==> config.mk <==
export PLATFORM = sky130hd
export DESIGN_NAME = wpt_matcher
export DESIGN_NICKNAME = d
export VERILOG_FILES = /design/src/rtl/wpt_pkg.sv /design/src/rtl/wpt_cfg_regs.sv /design/src/rtl/wpt_access_class.sv /design/src/rtl/wpt_addr_cmp.sv /design/src/rtl/wpt_matcher.sv
export SDC_FILE = /design/constraint.sdc
export NUM_CORES = 1
export LEC_CHECK = 0
export BUFFER_PORTS_ARGS = -buffer_cell sky130_fd_sc_hd__buf_2
export CORE_MARGIN = 4
export CORE_UTILIZATION = 45
export DETAILED_ROUTE_END_ITERATION = 16
export GPL_TIMING_DRIVEN = 0
export PLACE_DENSITY = 0.79
export SETUP_SLACK_MARGIN = 0.05
export SLEW_MARGIN = 20
export SYNTH_ARGS = -nofsm -noshare
export SYNTH_HDL_FRONTEND = slang
export SYNTH_SLANG_ARGS = --single-unit
==> constraint.sdc <==
create_clock -name clk -period 3.54 [get_ports clk]
set_input_delay 0.354 -clock clk [delete_from_list [all_inputs] [get_ports clk]]
set_output_delay 0.354 -clock clk [all_outputs]
set_load 0.05 [all_outputs]
==> src/rtl/wpt_pkg.sv <==
package wpt_pkg;

  typedef enum logic [1:0] {
    LS_NONE  = 2'b00,
    LS_READ  = 2'b01,
    LS_WRITE = 2'b10,
    LS_EITHER = 2'b11
  } ls_sel_e;

  typedef enum logic [1:0] {
    PV_RSVD = 2'b00,
    PV_PRIV = 2'b01,
    PV_USER = 2'b10,
    PV_ALL  = 2'b11
  } pv_sel_e;

  // bit 0 enable, bits [2:1] privilege select, bits [4:3] direction select
  typedef struct packed {
    ls_sel_e ls;
    pv_sel_e pv;
    logic    en;
  } wctl_t;

  localparam int CTL_W = $bits(wctl_t);

endpackage

==> src/rtl/wpt_cfg_regs.sv <==
module wpt_cfg_regs
  import wpt_pkg::*;
#(
  parameter int DATA_W    = 32,
  parameter int ADDR_W    = 32,
  parameter int ALIGN_LSB = 2,
  localparam int WA_W     = ADDR_W - ALIGN_LSB
) (
  input  logic              clk,
  input  logic              cfg_we,
  input  logic              cfg_sel,
  input  logic [DATA_W-1:0] cfg_wdata,
  output wctl_t             ctl_o,
  output logic [WA_W-1:0]   wadr_o
);

  wctl_t           ctl_q, ctl_d;
  logic [WA_W-1:0] wadr_q, wadr_d;
  logic            ctl_ce, wadr_ce;

  // contents after reset are undefined by intent: no reset on these registers
  always_comb begin
    ctl_ce  = cfg_we && !cfg_sel;
    wadr_ce = cfg_we && cfg_sel;
    ctl_d   = wctl_t'(cfg_wdata[CTL_W-1:0]);
    wadr_d  = cfg_wdata[ADDR_W-1:ALIGN_LSB];
  end

  always_ff @(posedge clk) begin
    if (ctl_ce)  ctl_q  <= ctl_d;
    if (wadr_ce) wadr_q <= wadr_d;
  end

  assign ctl_o  = ctl_q;
  assign wadr_o = wadr_q;

endmodule

==> src/rtl/wpt_access_class.sv <==
module wpt_access_class
  import wpt_pkg::*;
(
  input  wctl_t ctl,
  input  logic  acc_rd,
  input  logic  acc_wr,
  input  logic  acc_hint,
  input  logic  acc_cmo,
  input  logic  acc_priv,
  output logic  attr_ok
);

  logic is_read, is_write, dir_ok, pv_ok;

  always_comb begin
    // hints behave as reads, cache maintenance behaves as writes
    is_read  = acc_rd | acc_hint;
    is_write = acc_wr | acc_cmo;

    unique case (ctl.ls)
      LS_READ:   dir_ok = is_read;
      LS_WRITE:  dir_ok = is_write;
      LS_EITHER: dir_ok = is_read | is_write;
      default:   dir_ok = 1'b0;
    endcase

    unique case (ctl.pv)
      PV_PRIV: pv_ok = acc_priv;
      PV_USER: pv_ok = !acc_priv;
      PV_ALL:  pv_ok = 1'b1;
      default: pv_ok = 1'b0;
    endcase

    attr_ok = dir_ok & pv_ok;
  end

endmodule

==> src/rtl/wpt_addr_cmp.sv <==
module wpt_addr_cmp #(
  parameter int WA_W = 30
) (
  input  logic [WA_W-1:0] acc_word,
  input  logic [WA_W-1:0] watch_word,
  output logic            hit
);

  assign hit = (acc_word == watch_word);

endmodule

==> src/rtl/wpt_matcher.sv <==
module wpt_matcher
  import wpt_pkg::*;
#(
  parameter int DATA_W    = 32,
  parameter int ADDR_W    = 32,
  parameter int ALIGN_LSB = 2,
  localparam int WA_W     = ADDR_W - ALIGN_LSB
) (
  input  logic              clk,
  input  logic              rst_n,
  input  logic              cfg_we,
  input  logic              cfg_sel,
  input  logic [DATA_W-1:0] cfg_wdata,
  input  logic              acc_valid,
  input  logic [ADDR_W-1:0] acc_addr,
  input  logic              acc_rd,
  input  logic              acc_wr,
  input  logic              acc_hint,
  input  logic              acc_cmo,
  input  logic              acc_priv,
  output logic              wp_event
);

  wctl_t           ctl;
  logic [WA_W-1:0] wadr;
  logic            attr_ok, addr_hit;
  logic            evt_d, evt_q;
  logic            unused_lsb;

  assign unused_lsb = ^acc_addr[ALIGN_LSB-1:0];

  wpt_cfg_regs #(
    .DATA_W(DATA_W), .ADDR_W(ADDR_W), .ALIGN_LSB(ALIGN_LSB)
  ) u_cfg (
    .clk(clk), .cfg_we(cfg_we), .cfg_sel(cfg_sel), .cfg_wdata(cfg_wdata),
    .ctl_o(ctl), .wadr_o(wadr)
  );

  wpt_access_class u_cls (
    .ctl(ctl), .acc_rd(acc_rd), .acc_wr(acc_wr), .acc_hint(acc_hint),
    .acc_cmo(acc_cmo), .acc_priv(acc_priv), .attr_ok(attr_ok)
  );

  wpt_addr_cmp #(.WA_W(WA_W)) u_cmp (
    .acc_word(acc_addr[ADDR_W-1:ALIGN_LSB]), .watch_word(wadr), .hit(addr_hit)
  );

  always_comb begin
    evt_d = acc_valid & ctl.en & attr_ok & addr_hit;
  end

  always_ff @(posedge clk or negedge rst_n) begin
    if (!rst_n) evt_q <= 1'b0;
    else        evt_q <= evt_d;
  end

  assign wp_event = evt_q;

  a_r1_disabled_quiet: assert property (@(posedge clk) disable iff (!rst_n)
    !ctl.en |=> !wp_event);
  a_r2_dir_none_quiet: assert property (@(posedge clk) disable iff (!rst_n)
    (ctl.ls == LS_NONE) |=> !wp_event);
  a_r5_priv_rsvd_quiet: assert property (@(posedge clk) disable iff (!rst_n)
    (ctl.pv == PV_RSVD) |=> !wp_event);
  a_r6_addr_equal: assert property (@(posedge clk) disable iff (!rst_n)
    wp_event |-> ($past(acc_addr[ADDR_W-1:ALIGN_LSB]) == $past(wadr)));
  a_r7_valid_needed: assert property (@(posedge clk) disable iff (!rst_n)
    !acc_valid |=> !wp_event);
  a_r4_priv_only: assert property (@(posedge clk) disable iff (!rst_n)
    (acc_valid && ctl.pv == PV_PRIV && !acc_priv) |=> !wp_event);

endmodule

Word-level counts from Yosys, hierarchy flattened
Cells that the tools add are included.

storage, ports and cells
  register bits after elaboration = 36
  logic and storage cells = 25

operators by class
  equal/unequal tests = 7
  multiplexer cells = 2
  bitwise gates (word level) = 7
  reduce and logical (&&, ||, !) cells = 4

operators with widths
  kind                                                                    count
  30-bit equality test                                                    1
  2-bit equality test (second input constant)                             4
  1-bit case mux with 3 select lines                                      2
  1-bit bitwise AND                                                       4
  2-bit by 1-bit equality test with 1-bit output (second input constant)  2
  1-bit bitwise OR                                                        3
  1-bit logical AND                                                       2
  1-bit zero test                                                         2

Longest topological paths before layout
Gate-level depths: netlist (run 1).

  word-level depth = 6
  mapped depth = 4
  gate-level depth less buffers = 4

Hierarchy
Synthesis (run 1) repeated with hierarchy kept, for this count alone.

unflattened totals
  cell total of the unflattened synthesis = 83
  area, all modules = 1456.4 um2

by module, submodules not included
  module            times used  cells each  area an instance (um2)  sequential area each (um2)
  wpt_cfg_regs      1           37          1067.3                  1051.0
  wpt_addr_cmp      1           40          330.3                   0.0
  wpt_matcher       1           2           33.8                    25.0
  wpt_access_class  1           4           25.0                    0.0

Worst setup path before layout (run 1)
OpenSTA, ideal clock, no wires.

  path type = input to register
  start = input cfg_sel
  end = register u_cfg.wadr_q[0] (netlist: u_cfg.wadr_o[0]) (enable)
  library setup time = 0.390 ns
  data arrival time = 1.105 ns
  data required time = 3.150 ns
  slack = 2.045 ns
  cell stages on the path = 1
  path buffers = 0
  cell sequence = and2_1

between the ends
  word-level cells in the longest chain between the ends = 1

RTL lines
  element               line                source
  start, declared       wpt_matcher.sv:12   input logic cfg_sel,
  1-bit logical AND     wpt_cfg_regs.sv:24  wadr_ce = cfg_we && cfg_sel;
  end signal, assigned  wpt_cfg_regs.sv:31  if (wadr_ce) wadr_q <= wadr_d;
  end, declared         wpt_cfg_regs.sv:18  logic [WA_W-1:0] wadr_q, wadr_d;

No other way between the ends.
A chain may end at the register's enable or synchronous reset.

Worst setup path after layout (run 1)
  start = register u_cfg.wadr_q[17] (netlist: u_cfg.wadr_o[17])
  end = register evt_q (netlist: wp_event)

between the ends
  word-level cells in the longest chain between the ends = 2

RTL lines
  element               line               source
  30-bit equality test  wpt_addr_cmp.sv:9  assign hit = (acc_word == watch_word);
  1-bit bitwise AND     wpt_matcher.sv:49  evt_d = acc_valid & ctl.en & attr_ok & addr_hit;
  net evt_d             wpt_matcher.sv:27  logic evt_d, evt_q;
  end signal, assigned  wpt_matcher.sv:54  else evt_q <= evt_d;
  end, declared         wpt_matcher.sv:27

The timed path passes the listed nets, and every way through them passes these cells.

==> summary.txt, run 1 <==
Run status
  • Status: complete, no violations

Floorplan
  • Initial Util: 47.5%
  • Core Footprint: 3100 sq um
  • Rows: 20
  • IO Pins: 75
  • Die area: 4250 sq um
  • Width of the die: 65.2 um
  • Die height: 65.2 um

Route
  • Routed wire length: 2640 um
  • Final ANT Viol Nets: 0
  • Wire length per cell: 12.6 um
  • DRC viols: 0
  • Via count: 953
  • Drt via density: 4.56
  • Initial drt markers: 18
  • First-pass DRT Iterations: 4

Logic synthesis
  • Yosys cell types: 13
  • Synthesized instance count: 84
  • FF+latch count, synth: 36
  • Synth Cell Area: 1470 sq um
  • Synth area leaders: edfxtp_1, xor2_1, xnor2_1, nor4_2, dfrtp_1
  • Area leader, netlist: edfxtp_1
  • Yosys top cell area share: 71.4%
  • Syn_nets: 158
  • Asr flop ratio synth: 2.78%
  • Syn avg cell area: 17.5 sq um
  • Post-synth EDFFs: 35
  • Seq/Total Area, Yosys: 73.1%
  • Count leader, synth: edfxtp_1
  • Commonest cells post-synth: edfxtp_1, xor2_1, xnor2_1
  • Yosys synthesis warning count: 0
  • Main synth FF type: edfxtp_1

STA
  • Final worst setup slack: 2.21 ns
  • Setup TNS: 0 ns
  • RSZ-0062 raised after global routing: false
  • Slew headroom: 56.5%
  • Tmin final: 1.33 ns
  • Final Hold Viols: 0
  • Final Max Tran Viols: 0
  • Hold WS: 0.193 ns
  • Fmax: 749 MHz
  • Worst slew pin tran: 0.653 ns
  • Worst Skew: 0.00610 ns
  • Finish-stage setup viols: 0
  • Crit share post-route: 37.7%

CTS
  • Worst skew pair latency: 0.33 ns
  • # hold bufs at CTS: 1
  • CTS root buf: clkbuf_4
  • Clock tree sinks: 36
  • Clock Pin Slew Worst Setup and Hold Paths: 0.10 ns
  • CTS H-tree depth: 2
  • CTS tree: yes
  • Resize count post-CTS: 0
  • CTS Buf Count: 5
  • CTS max path bufs: 2
  • Number of setup buffers added after CTS: 0

Global routing
  • Largest net degree at the start of global routing: 31
  • Vias in the first global route: 1071
  • GRT Resource Usage Total: 13.6%
  • Gr ovfl total: 0
  • Initial antenna violation count: 0
  • First-pass GRT wire length: 4260 um

Finish
  • ANT cells: 0
  • Post-layout net count: 238
  • Share of cells above drive strength 1: 52.1%
  • Area Overhead vs Synth: 34.4%
  • Fin cells: 209

Critical path
  • CP Capture Type: register
  • Critical path class: reg2reg
  • Worst path arrival time: 1.58 ns
  • Worst-path fanout max: 1
  • Startpoint Class: register
  • Req. time, crit path: 3.78 ns

Power
  • P_leak: 0.808 nW
  • Pint: 697 uW
  • Clock power frac: 31.5%
  • Switching portion of total power: 20.1%
  • VDD IR max: 0.387 mV
  • Flop pwr share: 58.4%
  • Combinational fraction of design power: 10.1%
  • Total power: 872 uW
  • Switching power: 176 uW
  • Cell area power density: 441 nW/um^2

Placed design
  • GP Congestion: 0.720
  • # port buffers: 72
  • Worst slack at placement: 2.12 ns
  • Placed insts: 200
  • Dpl hpwl: 2170 um

Run
  • MaxCap Viol Count: 0

Min path
  • Hold Path Class: in2reg
==> state kept, by name, summed over array words and instances (netlist names) <==
name / flops
u_cfg.wadr_o: 30
wp_event: 1
u_cfg.ctl_o: 5
==> routing by layer <==
| metal | share of wire [%] | track usage, % | up-vias |
|---|---|---|---|
| met3 | 10 | 4.96 | 7 |
| met5 | 0 | 0 | - |
| li1 | - | - | 474 |
| met4 | 1.7 | 6.22 | 0 |
| met1 | 33 | 12.8 | 430 |
| met2 | 55 | 25.8 | 42 |
==> worst max-delay path: stages (launching register included) <==
cell	delay, ns
edfxtp_1	0.39
xor2_1	0.18
nor4_2	0.30
nand3_1	0.15
nor4_2	0.23
==> cells in the final DEF, fill, tap and decap left out <==
master and count:
nand4_1 3, mux2_2 1, nor4_2 4, buf_2 72, o21ai_0 2, xor2_1 23, nor4_1 3, clkinvlp_4 1
nand3_1 1, dfrtp_1 1, nand2_1 2, xnor2_1 7, clkbuf_4 5, and2_2 1, dlygate4sd3_1 1, edfxtp_1 35
nor2b_1 1, clkinv_2 1, bufinv_16 1
==> power by group through the flow <==
stage | clock network [mW] | logic, mW | registers (mW)
after detailed placement | 0 | 0.0886 | 0.520
after floorplan | 0 | 0.0409 | 0.517
final | 0.275 | 0.0880 | 0.510
after global placement | 0 | 0.0843 | 0.518
after CTS | 0.285 | 0.0901 | 0.510
after global routing | 0.305 | 0.100 | 0.513
==> kinds of logic after synthesis <==
| group | after synthesis | synth area share, % |
|---|---|---|
| mux | 1 | 0.765 |
| xor+xnor | 30 | 17.8 |
| simple gates | 15 | 7.65 |
| compound gates | 2 | 0.680 |
| flops | 36 | 73.1 |
==> per-stage QoR <==
stage	util (%)	instance area [sq um]
after floorplan	-	1470
after global placement	60.8	1890
after detailed placement	60.9	1890
after CTS	63.8	1980
after global routing	63.8	1980
final	63.8	1980
==> final timing paths <==
| path | cells past startpoint | slack, ns | start | end |
|---|---|---|---|---|
| worst min register to register | 3 | 0.59 | u_cfg.wadr_o[29] | wp_event |
| max in group asynchronous | 2 | 3.14 | rst_n | wp_event |
| worst max register to register | 4 | 2.21 | u_cfg.wadr_o[17] | wp_event |
| worst min-delay path | 1 | 0.19 | cfg_wdata[22] | u_cfg.wadr_o[20] |
| worst max-delay path | 4 | 2.21 | u_cfg.wadr_o[17] | wp_event |
| min in group asynchronous | 2 | 0.32 | rst_n | wp_event |
==> layout make-up <==
type                    instances  area (sq um)
clock buffers                   5          37.5
clock inverters                 3          42.5
fillers                       246          1120
multi-input cells              48           398
flip-flops and latches         36          1080
well taps                      44          55.1
repair buffers                 73           370
Power figures use the tool's default switching activity.
==> run 2: changes to the inputs <==
--- a/config.mk
+++ b/config.mk
@@ -5,12 +5,13 @@
 export SDC_FILE = /design/constraint.sdc
 export NUM_CORES = 1
 export LEC_CHECK = 0
+export ABC_AREA = 1
 export BUFFER_PORTS_ARGS = -buffer_cell sky130_fd_sc_hd__buf_2
 export CORE_MARGIN = 4
 export CORE_UTILIZATION = 45
 export DETAILED_ROUTE_END_ITERATION = 16
 export GPL_TIMING_DRIVEN = 0
-export PLACE_DENSITY = 0.79
+export PLACE_DENSITY = 0.77
 export SETUP_SLACK_MARGIN = 0.05
 export SLEW_MARGIN = 20
 export SYNTH_ARGS = -nofsm -noshare
==> constraint.sdc (replaced) <==
create_clock -name clk -period 1.3 [get_ports clk]
set_input_delay 0.13 -clock clk [delete_from_list [all_inputs] [get_ports clk]]
set_output_delay 0.13 -clock clk [all_outputs]
set_load 0.05 [all_outputs]
==> summary.txt, run 2 <==
Floorplan
  • IO Pins: 75
  • Width of the die: 68.9 um
  • Core Footprint: 3440 sq um
  • Die height: 68.9 um
  • Rows: 21
  • Initial Util: 48.4%
  • Die area: 4740 sq um

Critical path
  • CP Capture Type: register
  • Worst-path fanout max: 1
  • Req. time, crit path: 1.52 ns
  • CP delay by family, top: simple AND/OR/NAND/NOR gates
  • CP cell instances: xnor2_1, nand2_1, nor3_1, nand3_1, nor2_1
  • Startpoint Class: register
  • Slowest cell on the critical path: edfxtp_1
  • CP bufs+invs: 0
  • Worst path arrival time: 1.28 ns
  • Critical path class: reg2reg
  • Slowest stage delay, CP: 0.39 ns

Global routing
  • Initial antenna violation count: 0
  • Gr ovfl total: 0
  • Vias in the first global route: 1162
  • Largest net degree at the start of global routing: 31
  • GRT Resource Usage Total: 14.2%
  • First-pass GRT wire length: 4630 um

CTS
  • Resize count post-CTS: 0
  • CTS Buf Count: 5
  • CTS root buf: clkbuf_8
  • Worst skew pair latency: 0.28 ns
  • Number of setup buffers added after CTS: 0
  • # hold bufs at CTS: 1
  • Clock Pin Slew Worst Setup and Hold Paths: 0.06 ns
  • CTS tree: yes
  • CTS max path bufs: 2
  • Clock tree sinks: 36
  • CTS H-tree depth: 2

Logic synthesis
  • Post-synth EDFFs: 35
  • Area leader, netlist: edfxtp_1
  • Yosys top cell area share: 63.1%
  • Count leader, synth: nand2_1
  • Synthesized instance count: 178
  • Syn avg cell area: 9.36 sq um
  • Syn_nets: 252
  • FF+latch count, synth: 36
  • Synth area leaders: edfxtp_1, nand2_1, inv_1, nor2_1, xnor2_1
  • Yosys cell types: 10
  • Commonest cells post-synth: nand2_1, inv_1, edfxtp_1
  • Asr flop ratio synth: 2.78%
  • Yosys synthesis warning count: 0
  • Main synth FF type: edfxtp_1
  • Seq/Total Area, Yosys: 64.6%
  • Synth Cell Area: 1670 sq um

Power
  • Total power: 2.47 mW
  • Cell area power density: 1110 nW/um^2
  • VDD IR max: 0.742 mV
  • P_leak: 1.12 nW

STA
  • Final worst setup slack: 0.238 ns
  • Hold WS: 0.0196 ns
  • RSZ-0062 raised after global routing: false
  • Fmax: 942 MHz
  • Setup TNS: 0 ns
  • Final Hold Viols: 0
  • Worst Skew: 0.00180 ns
  • Finish-stage setup viols: 0
  • Worst slew pin tran: 0.616 ns
  • Final Max Tran Viols: 0
  • Tmin final: 1.06 ns
  • Crit share post-route: 81.7%
  • Slew headroom: 58.9%

Route
  • Wire length per cell: 10.4 um
  • Drt via density: 4.26
  • DRC viols: 0
  • Initial drt markers: 32
  • First-pass DRT Iterations: 4
  • Wire length on met2: 1610 um
  • Routed wl met3: 279 um
  • Final ANT Viol Nets: 0
  • Top Layer Used: met4
  • Via count: 1315
  • Post-Route M1 WL: 1260 um
  • Routed wire length: 3210 um

Finish
  • Fillcell total: 314
  • Post-layout net count: 336
  • Final core occ: 64.6%
  • Most common library cell in the layout ignoring fill and taps: buf_2
  • Area Overhead vs Synth: 33.5%
  • Most frequent cells in the layout: buf_2, nand2_1, inv_1, edfxtp_1, nor2_1
  • Max reg flops: 30
  • Share of cells above drive strength 1: 30.0%
  • ANT cells: 0

Placed design
  • GP Congestion: 0.736
  • Worst slack at placement: -0.185 ns
  • Dpl hpwl: 2580 um
  • # port buffers: 72

Run
  • MaxCap Viol Count: 0

Run status
  • Status: complete, no violations

Min path
  • Hold Path Class: in2reg
[run 2: changes by cell type after synthesis, sizes merged, moves of 3 or more]
cell / previous run / this run
inv: 0 / 37
nand2: 2 / 60
xor2: 23 / 0
nor2: 0 / 24
nand4: 3 / 0
o21ai: 2 / 9
nor4: 7 / 0
[run 2: power by group]
group	leakage (nW)	internal [mW]	total (mW)	switching [mW]
clock	0.0455	0.431	0.786	0.354
combinational	0.734	0.153	0.291	0.138
sequential	0.342	1.36	1.39	0.0291
[run 2: layout make-up]
class                      instances  area [sq um]  share of cell area [%]
multi-input combinational        105           452                    20.3
sequential                        36          1080                    48.4
timing repair buffer              77           410                    18.4
tap                               46          57.6                    2.59
inverter                          37           139                    6.24
clock buffer                       8          90.1                    4.05
[run 2: final timing paths]
| path | end | cells past startpoint | from | slack [ns] |
|---|---|---|---|---|
| setup / recovery | wp_event | 5 | u_cfg.wadr_o[26] | 0.24 |
| hold / removal | u_cfg.wadr_o[17] | 1 | cfg_wdata[19] | 0.02 |
| setup reg to reg | wp_event | 5 | u_cfg.wadr_o[26] | 0.24 |
| hold reg to reg | wp_event | 5 | u_cfg.wadr_o[14] | 0.63 |
| max in group asynchronous | wp_event | 2 | rst_n | 1.06 |
| min in group asynchronous | wp_event | 2 | rst_n | 0.15 |
[run 2: kinds of logic after synthesis]
logic type / count (synthesis) / share of synthesized area, %
AND/OR/NAND/NOR: 88 / 20.2
buffers and inverters: 37 / 8.33
flip-flops: 36 / 64.6
AO/OA/AOI/OAI: 9 / 2.70
XOR/XNOR: 8 / 4.20
[run 2: routing by layer]
| layer | vias to the layer above | GRT usage, % |
|---|---|---|
| met1 | 555 | 15.5 |
| met5 | - | 0 |
| li1 | 713 | - |
| met3 | 6 | 6.65 |
| met2 | 41 | 23.3 |
| met4 | 0 | 6.57 |
[run 2: per-stage QoR]
step / cells / cell area (sq um)
6_report: 309 / 2220
5_1_grt: 309 / 2220
4_1_cts: 305 / 2180
3_5_place_dp: 296 / 2080
3_3_place_gp: 296 / 2080
2_1_floorplan: 178 / 1670
==> run 3: changes to the inputs <==
--- a/config.mk
+++ b/config.mk
@@ -5,13 +5,13 @@
 export SDC_FILE = /design/constraint.sdc
 export NUM_CORES = 1
 export LEC_CHECK = 0
-export ABC_AREA = 1
+export ABC_AREA = 0
 export BUFFER_PORTS_ARGS = -buffer_cell sky130_fd_sc_hd__buf_2
 export CORE_MARGIN = 4
-export CORE_UTILIZATION = 45
+export CORE_UTILIZATION = 40
 export DETAILED_ROUTE_END_ITERATION = 16
 export GPL_TIMING_DRIVEN = 0
-export PLACE_DENSITY = 0.77
+export PLACE_DENSITY = 0.75
 export SETUP_SLACK_MARGIN = 0.05
 export SLEW_MARGIN = 20
 export SYNTH_ARGS = -nofsm -noshare
==> constraint.sdc (replaced) <==
create_clock -name clk -period 0.9 [get_ports clk]
set_input_delay 0.09 -clock clk [delete_from_list [all_inputs] [get_ports clk]]
set_output_delay 0.09 -clock clk [all_outputs]
set_load 0.05 [all_outputs]
==> summary.txt, run 3 (same netlist as run 1, synthesis figures left out) <==
CTS
  • Clock tree sinks: 36
  • CTS tree: yes
  • CTS H-tree depth: 2
  • CTS max path bufs: 2
  • Clock Pin Slew Worst Setup and Hold Paths: 0.07 ns
  • CTS Buf Count: 5
  • CTS root buf: clkbuf_8
  • Number of setup buffers added after CTS: 0
  • Worst skew pair latency: 0.28 ns

STA
  • Finish-stage setup viols: 2
  • Hold WS: 0.103 ns
  • Crit share post-route: 141%
  • Worst Skew: 0.00618 ns
  • Worst slew pin tran: 0.443 ns
  • Final Hold Viols: 0
  • Fmax: 788 MHz
  • Slew headroom: 70.4%
  • RSZ-0062 raised after global routing: true
  • Tmin final: 1.27 ns
  • Final worst setup slack: -0.368 ns
  • Final Max Tran Viols: 0

Floorplan
  • Initial Util: 42.8%
  • IO Pins: 75
  • Die height: 68.7 um
  • Width of the die: 68.7 um
  • Core Footprint: 3440 sq um
  • Die area: 4720 sq um
  • Rows: 21

Route
  • Initial drt markers: 23
  • Drt via density: 4.37
  • Via count: 1062
  • Routed wire length: 3340 um
  • Wire length per cell: 13.7 um
  • DRC viols: 0
  • First-pass DRT Iterations: 3
  • Final ANT Viol Nets: 0

Placed design
  • # port buffers: 72
  • Dpl hpwl: 2290 um
  • GP Congestion: 0.610
  • Worst slack at placement: -0.459 ns

Global routing
  • Gr ovfl total: 0
  • Largest net degree at the start of global routing: 31
  • First-pass GRT wire length: 4480 um
  • GRT Resource Usage Total: 14.2%
  • Initial antenna violation count: 0
  • Vias in the first global route: 1065

Finish
  • ANT cells: 0
  • Most frequent cells in the layout: buf_2, edfxtp_1, dlygate4sd3_1, xor2_1, xnor2_1
  • Share of cells above drive strength 1: 43.7%
  • Area Overhead vs Synth: 58.4%
  • Fillcell total: 251
  • Post-layout net count: 270
  • Max reg flops: 30
  • Most common library cell in the layout ignoring fill and taps: buf_2

Critical path
  • Reg2Reg Depth: 4
  • FF-to-FF End: wp_event
  • Startpoint Class: register
  • Reg2reg start: u_cfg.wadr_o[8]
  • Timing startpoint of the critical path: u_cfg.wadr_o[8]
  • Worst-path fanout max: 1
  • Critical Path End: wp_event
  • Critical path class: reg2reg
  • Setup slack, reg-to-reg: -0.37 ns
  • Req. time, crit path: 1.10 ns
  • CP Capture Type: register
  • Worst path arrival time: 1.47 ns

Run status
  • Status: finished with violations
  • Failing checks: negative setup slack

Power
  • VDD IR max: 0.911 mV
  • P_leak: 0.949 nW
  • Cell area power density: 1550 nW/um^2

Run
  • MaxCap Viol Count: 0

Min path
  • Hold Path Class: in2async
[run 3: cell types whose count changed in the layout (fill, tap and decap cells not counted), moves of 3 or more]
| cell | before | now |
|---|---|---|
| nor2_1 | 24 | 0 |
| o21ai_0 | 9 | 2 |
| dlygate4sd3_1 | 5 | 33 |
| nand2_1 | 60 | 2 |
| nand4_1 | 0 | 3 |
| inv_1 | 36 | 0 |
| xor2_1 | 0 | 23 |
| nor4_2 | 0 | 6 |
[run 3: worst min-delay path by stage]
stage / startpoint / endpoint
6_report: rst_n / wp_event
5_1_grt: rst_n / wp_event
4_1_cts: rst_n / wp_event
3_5_place_dp: rst_n / wp_event
3_3_place_gp: rst_n / wp_event
2_1_floorplan: rst_n / wp_event
[run 3: report_power, final]
| part | switching (mW) | leakage [nW] | internal, mW | total (mW) |
|---|---|---|---|---|
| registers | 0.0422 | 0.342 | 1.96 | 2.01 |
| logic | 0.181 | 0.561 | 0.294 | 0.475 |
| clock network | 0.521 | 0.0455 | 0.623 | 1.14 |
[run 3: layout make-up]
type | instances | area [sq um] | share of cell area [%]
Tap cell | 46 | 57.6 | 2.47
Multi-Input combinational cell | 48 | 412 | 17.7
Clock buffer | 8 | 90.1 | 3.86
Sequential cell | 36 | 1080 | 46.1
Timing Repair Buffer | 105 | 697 | 29.9
[run 3: metrics by stage]
stage               instance area (sq um)  instances  power [mW]  TNS [ns]  utilization (%)
floorplan                            1480         84        2.19    -0.250                -
global placement                     1890        202        2.37     -1.46             55.0
detailed placement                   1890        202        2.40     -2.02             55.0
CTS                                  2330        243        3.68    -0.422             67.8
global route                         2330        243        3.78    -0.521             67.8
finish                               2330        243        3.63    -0.385             67.8
[run 3: critical path, cell delays in order (launching register included)]
cell,delay [ns]
edfxtp_1,0.37
xor2_1,0.16
nor4_2,0.29
nand3_1,0.14
nor4_2,0.21
[run 3: routing by layer]
metal	global-route usage (%)	vias to the layer above	share of wire [%]
li1	-	535	-
met1	12.5	478	34
met2	27.9	42	57
met3	3.40	7	7.3
met4	8.93	0	2.3
met5	0	-	0
[run 3: timing repair]
item | in CTS | in global routing
resized for setup | 4 | 0
setup endpoints to repair | 2 | 2
pin swaps | 5 | 0
hold buffers | 33 | 0
hold endpoints to repair | 36 | 0
